### src/rtl/rstk_pkg.sv
package rstk_pkg;

    // Sequencer states
    typedef enum logic [2:0] {
        ST_IDLE,
        ST_PUSH_LO,
        ST_PUSH_HI,
        ST_POP_LO,
        ST_POP_HI,
        ST_POP_FIN
    } rstk_state_e;

    // Arbitrated request kind
    typedef enum logic [2:0] {
        REQ_NONE,
        REQ_IRQ,
        REQ_CALL,
        REQ_RETR,
        REQ_RET
    } rstk_req_e;

    function automatic logic req_is_push(input rstk_req_e r);
        return (r == REQ_IRQ) || (r == REQ_CALL);
    endfunction

    function automatic logic req_is_pop(input rstk_req_e r);
        return (r == REQ_RETR) || (r == REQ_RET);
    endfunction

endpackage

### src/rtl/rstk_arbiter.sv
module rstk_arbiter
    import rstk_pkg::*;
(
    input  logic      irq_req,
    input  logic      call_req,
    input  logic      retr_req,
    input  logic      ret_req,
    output rstk_req_e req
);

    // Fixed priority: interrupt, call, restoring return, plain return
    always_comb begin
        if (irq_req)       req = REQ_IRQ;
        else if (call_req) req = REQ_CALL;
        else if (retr_req) req = REQ_RETR;
        else if (ret_req)  req = REQ_RET;
        else               req = REQ_NONE;
    end

endmodule

### src/rtl/rstk_seq.sv
module rstk_seq
    import rstk_pkg::*;
(
    input  logic        clk,
    input  logic        rst_n,
    input  rstk_req_e   req,
    output rstk_state_e state_q,
    output logic        restore_q,
    output logic        busy,
    output logic        accept_sw,
    output logic        lat_en,
    output logic        sp_up,
    output logic        sp_dn,
    output logic        nib_ld,
    output logic        ram_we,
    output logic        ram_re,
    output logic        hi_sel,
    output logic        lo_cap,
    output logic        fin
);

    rstk_state_e state_d;

    // State register
    always_ff @(posedge clk) begin
        if (!rst_n) state_q <= ST_IDLE;
        else        state_q <= state_d;
    end

    // Return flavour, latched when a return is taken
    always_ff @(posedge clk) begin
        if (!rst_n)
            restore_q <= 1'b0;
        else if (state_q == ST_IDLE && req_is_pop(req))
            restore_q <= (req == REQ_RETR);
    end

    // Next-state logic
    always_comb begin
        state_d = state_q;
        unique case (state_q)
            ST_IDLE: begin
                if (req_is_push(req))     state_d = ST_PUSH_LO;
                else if (req_is_pop(req)) state_d = ST_POP_LO;
            end
            ST_PUSH_LO: state_d = ST_PUSH_HI;
            ST_PUSH_HI: state_d = ST_IDLE;
            ST_POP_LO:  state_d = ST_POP_HI;
            ST_POP_HI:  state_d = ST_POP_FIN;
            ST_POP_FIN: state_d = ST_IDLE;
            default:    state_d = ST_IDLE;
        endcase
    end

    // Output decode
    always_comb begin
        busy      = 1'b1;
        accept_sw = 1'b0;
        lat_en    = 1'b0;
        sp_up     = 1'b0;
        sp_dn     = 1'b0;
        nib_ld    = 1'b0;
        ram_we    = 1'b0;
        ram_re    = 1'b0;
        hi_sel    = 1'b0;
        lo_cap    = 1'b0;
        fin       = 1'b0;
        unique case (state_q)
            ST_IDLE: begin
                busy      = 1'b0;
                accept_sw = (req == REQ_NONE);
                lat_en    = req_is_push(req);
                sp_dn     = req_is_pop(req);
            end
            ST_PUSH_LO: begin
                ram_we = 1'b1;
            end
            ST_PUSH_HI: begin
                ram_we = 1'b1;
                hi_sel = 1'b1;
                sp_up  = 1'b1;
            end
            ST_POP_LO: begin
                ram_re = 1'b1;
            end
            ST_POP_HI: begin
                ram_re = 1'b1;
                hi_sel = 1'b1;
                lo_cap = 1'b1;
            end
            ST_POP_FIN: begin
                fin    = 1'b1;
                nib_ld = restore_q;
            end
            default: busy = 1'b1;
        endcase
    end

    // the sequencer never leaves an active state toward another start
    p_busy_no_accept_r7: assert property (@(posedge clk) disable iff (!rst_n)
        (state_q != ST_IDLE) |=> (state_q != ST_PUSH_LO && state_q != ST_POP_LO)
            || ($past(state_q) == ST_PUSH_HI) || ($past(state_q) == ST_POP_FIN));

endmodule

### src/rtl/rstk_psw.sv
module rstk_psw #(
    parameter int SP_W       = 3,
    parameter int ADDR_W     = 8,
    parameter int BANK0_BASE = 0,
    parameter int BANK1_BASE = 24
) (
    input  logic              clk,
    input  logic              rst_n,
    input  logic              sw_wr,
    input  logic [7:0]        sw_data,
    input  logic              sp_up,
    input  logic              sp_dn,
    input  logic              nib_ld,
    input  logic [3:0]        nib_val,
    output logic [7:0]        psw_q,
    output logic [ADDR_W-1:0] bank_base
);

    localparam int BANK_BIT = 4;

    logic [SP_W-1:0] sp_cur;
    assign sp_cur = psw_q[SP_W-1:0];

    always_ff @(posedge clk) begin
        if (!rst_n) begin
            psw_q <= '0;
        end else if (sw_wr) begin
            psw_q <= sw_data;
        end else begin
            if (sp_up) psw_q[SP_W-1:0] <= sp_cur + 1'b1;
            if (sp_dn) psw_q[SP_W-1:0] <= sp_cur - 1'b1;
            if (nib_ld) psw_q[7:4] <= nib_val;
        end
    end

    assign bank_base = psw_q[BANK_BIT] ? ADDR_W'(BANK1_BASE) : ADDR_W'(BANK0_BASE);

    // status word is clear in the first cycle after reset
    p_reset_clear_r1: assert property (@(posedge clk)
        !rst_n |=> (psw_q == 8'h00));

endmodule

### src/rtl/rstk_bytes.sv
module rstk_bytes #(
    parameter int PC_W       = 10,
    parameter int SP_W       = 3,
    parameter int ADDR_W     = 8,
    parameter int STACK_BASE = 8
) (
    input  logic              clk,
    input  logic              rst_n,
    input  logic              lat_en,
    input  logic [PC_W-1:0]   pc_in,
    input  logic [3:0]        nib_in,
    input  logic [SP_W-1:0]   sp,
    input  logic              hi_sel,
    input  logic              lo_cap,
    input  logic              fin,
    input  logic [7:0]        ram_rdata,
    output logic [ADDR_W-1:0] ram_addr,
    output logic [7:0]        ram_wdata,
    output logic [PC_W-1:0]   pc_out,
    output logic              pc_done,
    output logic [3:0]        nib_rd
);

    localparam int HI_PC = PC_W - 8;
    localparam int PAD   = 8 - 4 - HI_PC;

    logic [PC_W-1:0] pc_l;
    logic [3:0]      nib_l;
    logic [7:0]      lo_l;
    logic [7:0]      hi_byte;

    // Snapshot of the values to push
    always_ff @(posedge clk) begin
        if (!rst_n) begin
            pc_l  <= '0;
            nib_l <= '0;
        end else if (lat_en) begin
            pc_l  <= pc_in;
            nib_l <= nib_in;
        end
    end

    // Pair address: base + 2*pointer + byte select
    assign ram_addr = ADDR_W'(STACK_BASE)
                    + {{(ADDR_W-SP_W-1){1'b0}}, sp, hi_sel};

    generate
        if (PAD > 0) begin : g_pad
            assign hi_byte = {nib_l, {PAD{1'b0}}, pc_l[PC_W-1:8]};
            logic unused_pad;
            assign unused_pad = ^ram_rdata[3:HI_PC];
        end else begin : g_nopad
            assign hi_byte = {nib_l, pc_l[PC_W-1:8]};
        end
    endgenerate

    assign ram_wdata = hi_sel ? hi_byte : pc_l[7:0];
    assign nib_rd    = ram_rdata[7:4];

    // Read capture and PC reassembly
    always_ff @(posedge clk) begin
        if (!rst_n) begin
            lo_l    <= '0;
            pc_out  <= '0;
            pc_done <= 1'b0;
        end else begin
            pc_done <= fin;
            if (lo_cap) lo_l   <= ram_rdata;
            if (fin)    pc_out <= {ram_rdata[HI_PC-1:0], lo_l};
        end
    end

    // the done pulse lasts exactly one cycle
    p_done_single_r4: assert property (@(posedge clk) disable iff (!rst_n)
        pc_done |=> !pc_done);

endmodule

### src/rtl/rstk_top.sv
module rstk_top
    import rstk_pkg::*;
#(
    parameter int PC_W       = 10,
    parameter int SP_W       = 3,
    parameter int ADDR_W     = 8,
    parameter int STACK_BASE = 8,
    parameter int BANK1_BASE = 24
) (
    input  logic              clk,
    input  logic              rst_n,
    input  logic              call_req,
    input  logic              irq_req,
    input  logic              ret_req,
    input  logic              retr_req,
    input  logic [PC_W-1:0]   pc_in,
    input  logic              psw_wr,
    input  logic [7:0]        psw_wdata,
    output logic [7:0]        psw_q,
    output logic [ADDR_W-1:0] bank_base,
    output logic [PC_W-1:0]   pc_out,
    output logic              pc_done,
    output logic              busy,
    output logic [ADDR_W-1:0] ram_addr,
    output logic              ram_we,
    output logic [7:0]        ram_wdata,
    output logic              ram_re,
    input  logic [7:0]        ram_rdata
);

    localparam int DEPTH    = 1 << SP_W;
    localparam int STACK_HI = STACK_BASE + 2 * DEPTH - 1;

    rstk_req_e   req;
    rstk_state_e state_q;
    logic restore_q, accept_sw, lat_en, sp_up, sp_dn, nib_ld;
    logic hi_sel, lo_cap, fin;
    logic [3:0] nib_rd;

    rstk_arbiter u_arb (
        .irq_req  (irq_req),
        .call_req (call_req),
        .retr_req (retr_req),
        .ret_req  (ret_req),
        .req      (req)
    );

    rstk_seq u_seq (
        .clk       (clk),
        .rst_n     (rst_n),
        .req       (req),
        .state_q   (state_q),
        .restore_q (restore_q),
        .busy      (busy),
        .accept_sw (accept_sw),
        .lat_en    (lat_en),
        .sp_up     (sp_up),
        .sp_dn     (sp_dn),
        .nib_ld    (nib_ld),
        .ram_we    (ram_we),
        .ram_re    (ram_re),
        .hi_sel    (hi_sel),
        .lo_cap    (lo_cap),
        .fin       (fin)
    );

    rstk_psw #(
        .SP_W       (SP_W),
        .ADDR_W     (ADDR_W),
        .BANK0_BASE (0),
        .BANK1_BASE (BANK1_BASE)
    ) u_psw (
        .clk       (clk),
        .rst_n     (rst_n),
        .sw_wr     (psw_wr && accept_sw),
        .sw_data   (psw_wdata),
        .sp_up     (sp_up),
        .sp_dn     (sp_dn),
        .nib_ld    (nib_ld),
        .nib_val   (nib_rd),
        .psw_q     (psw_q),
        .bank_base (bank_base)
    );

    rstk_bytes #(
        .PC_W       (PC_W),
        .SP_W       (SP_W),
        .ADDR_W     (ADDR_W),
        .STACK_BASE (STACK_BASE)
    ) u_bytes (
        .clk       (clk),
        .rst_n     (rst_n),
        .lat_en    (lat_en),
        .pc_in     (pc_in),
        .nib_in    (psw_q[7:4]),
        .sp        (psw_q[SP_W-1:0]),
        .hi_sel    (hi_sel),
        .lo_cap    (lo_cap),
        .fin       (fin),
        .ram_rdata (ram_rdata),
        .ram_addr  (ram_addr),
        .ram_wdata (ram_wdata),
        .pc_out    (pc_out),
        .pc_done   (pc_done),
        .nib_rd    (nib_rd)
    );

    // port exclusivity and address window
    p_no_we_re_r10: assert property (@(posedge clk) disable iff (!rst_n)
        !(ram_we && ram_re));

    p_addr_window_r10: assert property (@(posedge clk) disable iff (!rst_n)
        (ram_we || ram_re) |-> (ram_addr >= ADDR_W'(STACK_BASE)
                             && ram_addr <= ADDR_W'(STACK_HI)));

    // the second push write is followed by a pointer increment
    p_push_incr_r3: assert property (@(posedge clk) disable iff (!rst_n)
        (ram_we && ram_addr[0])
            |=> psw_q[SP_W-1:0] == SP_W'($past(psw_q[SP_W-1:0]) + 1'b1));

    // a taken return steps the pointer back
    p_ret_decr_r4: assert property (@(posedge clk) disable iff (!rst_n)
        (!busy && !irq_req && !call_req && (ret_req || retr_req))
            |=> psw_q[SP_W-1:0] == SP_W'($past(psw_q[SP_W-1:0]) - 1'b1));

    // a plain return keeps the status nibble
    p_plain_keep_r5: assert property (@(posedge clk) disable iff (!rst_n)
        (state_q == ST_POP_FIN && !restore_q) |=> $stable(psw_q[7:4]));

    // pointer frozen in the busy states that do not move it
    p_busy_sp_stable_r7: assert property (@(posedge clk) disable iff (!rst_n)
        (state_q == ST_PUSH_LO || state_q == ST_POP_LO
         || state_q == ST_POP_HI || state_q == ST_POP_FIN)
            |=> $stable(psw_q[SP_W-1:0]));

endmodule

### config.mk
export PLATFORM = sky130hd
export DESIGN_NAME = rstk_top
export DESIGN_NICKNAME = d
export VERILOG_FILES = /design/src/rtl/rstk_pkg.sv /design/src/rtl/rstk_arbiter.sv /design/src/rtl/rstk_seq.sv /design/src/rtl/rstk_psw.sv /design/src/rtl/rstk_bytes.sv /design/src/rtl/rstk_top.sv
export SDC_FILE = /design/constraint.sdc
export NUM_CORES = 1
export LEC_CHECK = 0
export CAP_MARGIN = 20
export CORE_AREA = 5 5 81 83
export DETAILED_ROUTE_END_ITERATION = 12
export DIE_AREA = 0 0 86 88
export HOLD_SLACK_MARGIN = 0.1
export PLACE_DENSITY = 0.74
export SYNTH_ARGS = -nofsm -noshare
export SYNTH_HDL_FRONTEND = slang
export SYNTH_HIERARCHICAL = 1
export SYNTH_SLANG_ARGS = --single-unit
### constraint.sdc
create_clock -name clk -period 2.64 [get_ports clk]
set_input_delay 0.528 -clock clk [delete_from_list [all_inputs] [get_ports clk]]
set_output_delay 0.528 -clock clk [all_outputs]
set_load 0.05 [all_outputs]
==> impl_metrics.env, run 1 <==
export IMPL_clk_latency_ps=290
export IMPL_clock_sinks=45
export IMPL_finalSetupTns_ps=0
export IMPL_power_density_nw_per_um2=583.9
export IMPL_dr_pass1_iters=4
export IMPL_worstMarginPinSlew_ps=605.5
export IMPL_syn_avg_cell_area_um2=9.747
export IMPL_maxSlewHeadroom=0.5951
export IMPL_critPathKind="input pin to register"
export IMPL_grt_total_usage=0.1297
export IMPL_vdd_drop_max_mv=0.2465
export IMPL_ys_warn_count=6
export IMPL_finalMaxSlewViolations=0
export IMPL_vias_per_cell=4.564
export IMPL_htreeDepth=2
export IMPL_postSynthCellCount=229
export IMPL_drt_wl_total_um=4926
export IMPL_drt_iter0_markers=45
export IMPL_pre_cts_slack_ps=-334.8
export IMPL_ys_seq_area_frac=0.4036
export IMPL_cts_setup_buffers=0
export IMPL_max_freq_mhz=392.9
export IMPL_initial_core_util=0.3861
export IMPL_syn_cell_area_um2=2232
export IMPL_worstPathArrival_ps=2760
export IMPL_cts_buffers=5
export IMPL_areaGrowthSynthToFinish_pct=42.04
export IMPL_fin_area_um2=3171
export IMPL_cp_end_kind="register"
export IMPL_layout_commonest_cell="clkdlybuf4s50_1"
export IMPL_power_leakage_nw=1.214
export IMPL_clockBufferDepth=2
export IMPL_final_util=0.5485
export IMPL_io_pin_count=79
export IMPL_final_cell_mix="56 x clkdlybuf4s50_1, 45 x dfxtp_1, 34 x nor2b_1, 33 x mux2i_1, 17 x buf_4"
export IMPL_startpoint_type="input pin"
export IMPL_path_max_fanout=3
export IMPL_cts_tree="built"
export IMPL_setup_viol=0
export IMPL_worstPathRequired_ps=2860
export IMPL_dieHeight_um=88
export IMPL_grt_overflow_total=0
export IMPL_outcome="complete, no violations"
export IMPL_setup_ws_ps=95.00
export IMPL_ant_nets=0
export IMPL_grt_max_degree=21
export IMPL_synth_cell_types=37
export IMPL_die_w_um=86
export IMPL_num_vias=1707
export IMPL_hold_viol=0
export IMPL_skew_ps=3.075
export IMPL_num_rows=28
export IMPL_fillers=513
export IMPL_timing_final_crit_share=0.9640
export IMPL_placed_area_um2=3010
export IMPL_numPortBuffers=69
export IMPL_max_cap_violations=0
export IMPL_diodes=0
export IMPL_wl_per_cell_um=13.17
export IMPL_fin_nets=332
export IMPL_dp_hpwl_um=3764
export IMPL_hold_worst_slack_ps=504.5
export IMPL_synth_seq_cells=45
export IMPL_grt_pass1_wl_um=7755
export IMPL_grt_pass1_vias=1627
export IMPL_hold_path_class="register to register"
export IMPL_drive_gt1_frac=0.1906
export IMPL_gp_congestion=0.7277
export IMPL_dieArea_um2=7568
export IMPL_antenna_found_initial=0
export IMPL_regArea_um2=900.9
export IMPL_cts_root_buf="clkbuf_8"
export IMPL_drc_errors=0
export IMPL_core_um2=5781
export IMPL_post_route_min_period_ps=2545
export IMPL_clk_transition_reported_paths_ps=80
export IMPL_multi_input_area_um2=1129
## power by group
part	internal, mW	switching [mW]
logic	0.253	0.327
clock network	0.309	0.223
registers	0.713	0.0268
## worst paths after layout
kind	start	endpoint	slack, ps	cells past startpoint
worst max-delay path	ret_req	u_psw/psw_q[2]	100	11
worst min-delay path	u_psw/psw_q[3]	u_psw/psw_q[3]	500	2
worst max register to register	u_seq/state_q[2]	u_psw/psw_q[2]	410	9
worst min register to register	u_psw/psw_q[3]	u_psw/psw_q[3]	500	2
## flip-flops by register name, summed over array words and instances (netlist names)
| register | count |
|---|---|
| u_bytes/pc_l | 10 |
| u_bytes/nib_l | 4 |
| u_bytes/pc_done | 1 |
| u_bytes/pc_out | 10 |
| u_bytes/lo_l | 8 |
| u_seq/state_q | 3 |
| u_seq/restore_q | 1 |
| u_psw/psw_q | 8 |
## metal layers
metal  GRT usage  vias to the layer above  share of wire
li1            -                      867              -
met1      0.1583                      778           0.42
met2      0.2193                       56           0.50
met3     0.04045                        6          0.071
met4     0.03885                        0         0.0083
met5           0                        -              0
## critical path: stages
cell and delay [ps]:
clkdlybuf4s50_1 420, nor4b_4 150, buf_4 150, inv_1 70, nand3_1 110, a21oi_2 190
inv_1 70, fa_1 380, or3b_1 410, nand2b_4 150, a31oi_2 140
## per-stage QoR
step                power [mW]  cells
floorplan                1.147    236
global placement         1.325    366
detailed placement       1.332    366
CTS                      1.878    374
global route             1.939    374
finish                   1.851    374
## cell type report
class | count | area share
clock buffer | 7 | 0.02723
clock inverter | 1 | 0.009471
inverter | 12 | 0.01421
multi-input combinational | 150 | 0.3560
sequential | 45 | 0.2841
tap | 75 | 0.02960
timing repair buffer | 84 | 0.2794
## cells by family after synthesis
family	after synthesis	synth area share
buf+inv	41	0.1211
xor+xnor	2	0.007849
fa+ha+maj	1	0.008969
flops	45	0.4036
compound gates	21	0.06222
mux	43	0.1984
other cells	2	0.003364
simple gates	74	0.1945
## timing repair
action	4_1_cts	5_1_grt
pin swaps	0	2
endpoints found under the setup margin	7	1
gates cloned	0	0
hold buffers	0	0
resized for setup	3	10
## cell usage after synthesis
cell       n  area, um2
nand2b_4   1      13.76
a31oi_2    1      12.51
nand2b_1   1      6.260
and2_1     4      25.02
mux2_2    10      112.6
fa_1       1      20.02
a31oi_1    2      12.51
buf_2      2      10.01
or3_2      1      7.510
nor4b_2    1      15.01
or3b_1     1      8.760
nor3_4     1      16.27
nand4_1    1      6.260
nor2_1     9      33.78
a21o_2     1      8.760
a32oi_1    1      8.760
nor2b_1   34      212.7
and3_1     1      6.260
inv_1     12      45.04
o211a_1    1      10.01
buf_12     1      20.02
conb_1     2      7.510
nand3_1    2      10.01
dfxtp_1   45      900.9
clkbuf_1   3      11.26
o311ai_0   1      8.760
mux2i_1   33      330.3
a311oi_1   1      8.760
xnor2_1    2      17.52
a21oi_1    8      40.04
or3b_4     1      11.26
nand2_1   15      56.30
nor3_1     1      5.000
buf_4     20      150.1
o21ai_2    1      8.760
o21ai_0    4      20.02
buf_6      3      33.78
Note: power is estimated with default switching activity, not from simulation.
==> inputs of run 2 (changes only) <==
--- a/config.mk
+++ b/config.mk
@@ -8,7 +8,7 @@
 export CAP_MARGIN = 20
-export CORE_AREA = 5 5 81 83
+export CORE_AREA = 5 5 77 79
 export DETAILED_ROUTE_END_ITERATION = 12
-export DIE_AREA = 0 0 86 88
+export DIE_AREA = 0 0 82 84
 export HOLD_SLACK_MARGIN = 0.1
-export PLACE_DENSITY = 0.74
+export PLACE_DENSITY = 0.78
 export SYNTH_ARGS = -nofsm -noshare
==> constraint.sdc (replaced) <==
create_clock -name clk -period 2.84 [get_ports clk]
set_input_delay 0.284 -clock clk [delete_from_list [all_inputs] [get_ports clk]]
set_output_delay 0.284 -clock clk [all_outputs]
set_load 0.05 [all_outputs]
==> run 2 against run 1 <==
  * Sequential share of layout area up 1.0 points
  * Core utilization up 3.2 points
  * Clock skew up 1.3 ps
  * Combinational power down 11%
  * Critical path type unchanged
  * Highest routed layer unchanged
==> impl_metrics.env, run 2 (synthesized netlist as in run 1, its figures left out) <==
export IMPL_timing_final_crit_share=0.8676
export IMPL_drc_errors=0
export IMPL_dp_hpwl_um=3634
export IMPL_cts_tree="built"
export IMPL_clk_transition_reported_paths_ps=80
export IMPL_fin_nets=325
export IMPL_setup_ws_ps=376.0
export IMPL_die_w_um=82
export IMPL_htreeDepth=2
export IMPL_pre_cts_slack_ps=65.16
export IMPL_r2r_end="u_psw/psw_q[2]"
export IMPL_hold_path_class="register to register"
export IMPL_grt_setup_unrepaired="false"
export IMPL_crit_start="call_req"
export IMPL_grt_overflow_total=0
export IMPL_clk_latency_ps=290
export IMPL_path_max_fanout=4
export IMPL_drt_iter0_markers=59
export IMPL_worstReg2RegStart="u_seq/state_q[2]"
export IMPL_combPwrFrac=0.305
export IMPL_outcome="complete, no violations"
export IMPL_grt_pass1_wl_um=7983
export IMPL_power_density_nw_per_um2=554.9
export IMPL_numPortBuffers=69
export IMPL_num_vias=1660
export IMPL_clockBufferDepth=2
export IMPL_biggestRegsByFlops="u_bytes/pc_l x10, u_bytes/pc_out x10"
export IMPL_finalSetupTns_ps=0
export IMPL_gp_congestion=0.8495
export IMPL_critPathKind="input pin to register"
export IMPL_p_clk_frac=0.289
export IMPL_cts_resized=0
export IMPL_cts_root_buf="clkbuf_8"
export IMPL_reg2reg_depth=8
export IMPL_post_route_min_period_ps=2464
export IMPL_setup_viol=0
export IMPL_core_um2=5270
export IMPL_layout_commonest_cell="clkdlybuf4s50_1"
export IMPL_startpoint_type="input pin"
export IMPL_reg2reg_slack_ps=620
export IMPL_vdd_drop_max_mv=0.2865
export IMPL_cts_setup_buffers=0
export IMPL_worstMarginPinSlew_ps=505.6
export IMPL_final_cell_mix="60 x clkdlybuf4s50_1, 45 x dfxtp_1, 34 x nor2b_1, 33 x mux2i_1, 15 x nand2_1"
export IMPL_diodes=0
export IMPL_num_rows=27
export IMPL_wl_per_cell_um=13.20
export IMPL_hold_viol=0
export IMPL_cts_buffers=5
export IMPL_ant_nets=0
export IMPL_grt_pass1_vias=1726
export IMPL_maxSlewHeadroom=0.6619
export IMPL_max_cap_violations=0
export IMPL_cp_end_kind="register"
export IMPL_vias_per_cell=4.560
export IMPL_dr_pass1_iters=4
export IMPL_grt_total_usage=0.1493
export IMPL_p_switching_mw=0.5292
export IMPL_power_frac_seq=0.406
export IMPL_areaGrowthSynthToFinish_pct=37.11
export IMPL_worstPathArrival_ps=2680
export IMPL_grt_max_degree=27
export IMPL_dieArea_um2=6888
export IMPL_p_int_mw=1.169
export IMPL_swShare=0.3116
export IMPL_postCtsHoldBufs=0
export IMPL_drt_wl_total_um=4804
export IMPL_dieHeight_um=84
export IMPL_skew_ps=4.383
export IMPL_finalMaxSlewViolations=0
export IMPL_worstPathRequired_ps=3060
export IMPL_antenna_found_initial=0
export IMPL_drive_gt1_frac=0.1473
export IMPL_io_pin_count=79
export IMPL_max_freq_mhz=405.8
export IMPL_worstSetupEndpoint="u_psw/psw_q[2]"
export IMPL_power_leakage_nw=1.137
export IMPL_initial_core_util=0.4236
export IMPL_clock_sinks=45
run 2: how the worst min path moves through the flow:
| stage | start | to | slack, ps | depth (start not counted) |
|---|---|---|---|---|
| floorplan | rst_n | u_seq/state_q[1] | 400 | 2 |
| global placement | u_psw/psw_q[3] | u_psw/psw_q[3] | 480 | 2 |
| detailed placement | u_psw/psw_q[3] | u_psw/psw_q[3] | 500 | 2 |
| CTS | u_psw/psw_q[3] | u_psw/psw_q[3] | 520 | 2 |
| global route | u_bytes/pc_l[9] | u_bytes/pc_l[9] | 550 | 2 |
| finish | u_psw/psw_q[3] | u_psw/psw_q[3] | 510 | 2 |
run 2: final cells by class:
type,count,area (um2)
Clock buffer,7,86.33
Tap cell,72,90.09
Inverter,12,45.04
Clock inverter,1,30.03
Timing Repair Buffer,77,815.8
Multi-Input combinational cell,150,1092
Sequential cell,45,900.9
Fill cell,489,2210
run 2: per-layer routing:
layer,share of wire,track usage,vias up
li1,-,-,852
met1,0.45,0.1853,755
met2,0.47,0.2381,49
met3,0.069,0.04968,4
met4,0.0083,0.05136,0
met5,0,0,-
run 2: worst max-delay path, stage by stage:
cell	delay (ps)
clkdlybuf4s50_1	510
inv_1	50
a21o_2	240
nor2_1	130
nand2_1	90
a21oi_1	190
inv_1	80
fa_1	410
or3b_1	390
nand2b_4	150
a31oi_2	150
run 2: power groups by stage:
| stage | Sequential (mW) | Combinational (mW) | Clock [mW] |
|---|---|---|---|
| after global placement | 0.703 | 0.513 | 0 |
| final | 0.690 | 0.517 | 0.491 |
| after CTS | 0.690 | 0.521 | 0.507 |
| after detailed placement | 0.704 | 0.520 | 0 |
| after floorplan | 0.729 | 0.337 | 0 |
| after global routing | 0.695 | 0.550 | 0.539 |
run 2: stage by stage:
step	cell area (um2)	hold WS [ps]	util	power, mW	cells
5_1_grt	3060	547.0	0.5807	1.783	364
3_5_place_dp	2944	499.7	0.5586	1.224	356
3_3_place_gp	2944	482.4	0.5586	1.216	356
6_report	3060	507.1	0.5807	1.698	364
4_1_cts	3060	518.3	0.5807	1.718	364
2_1_floorplan	2258	400.2	-	1.066	236
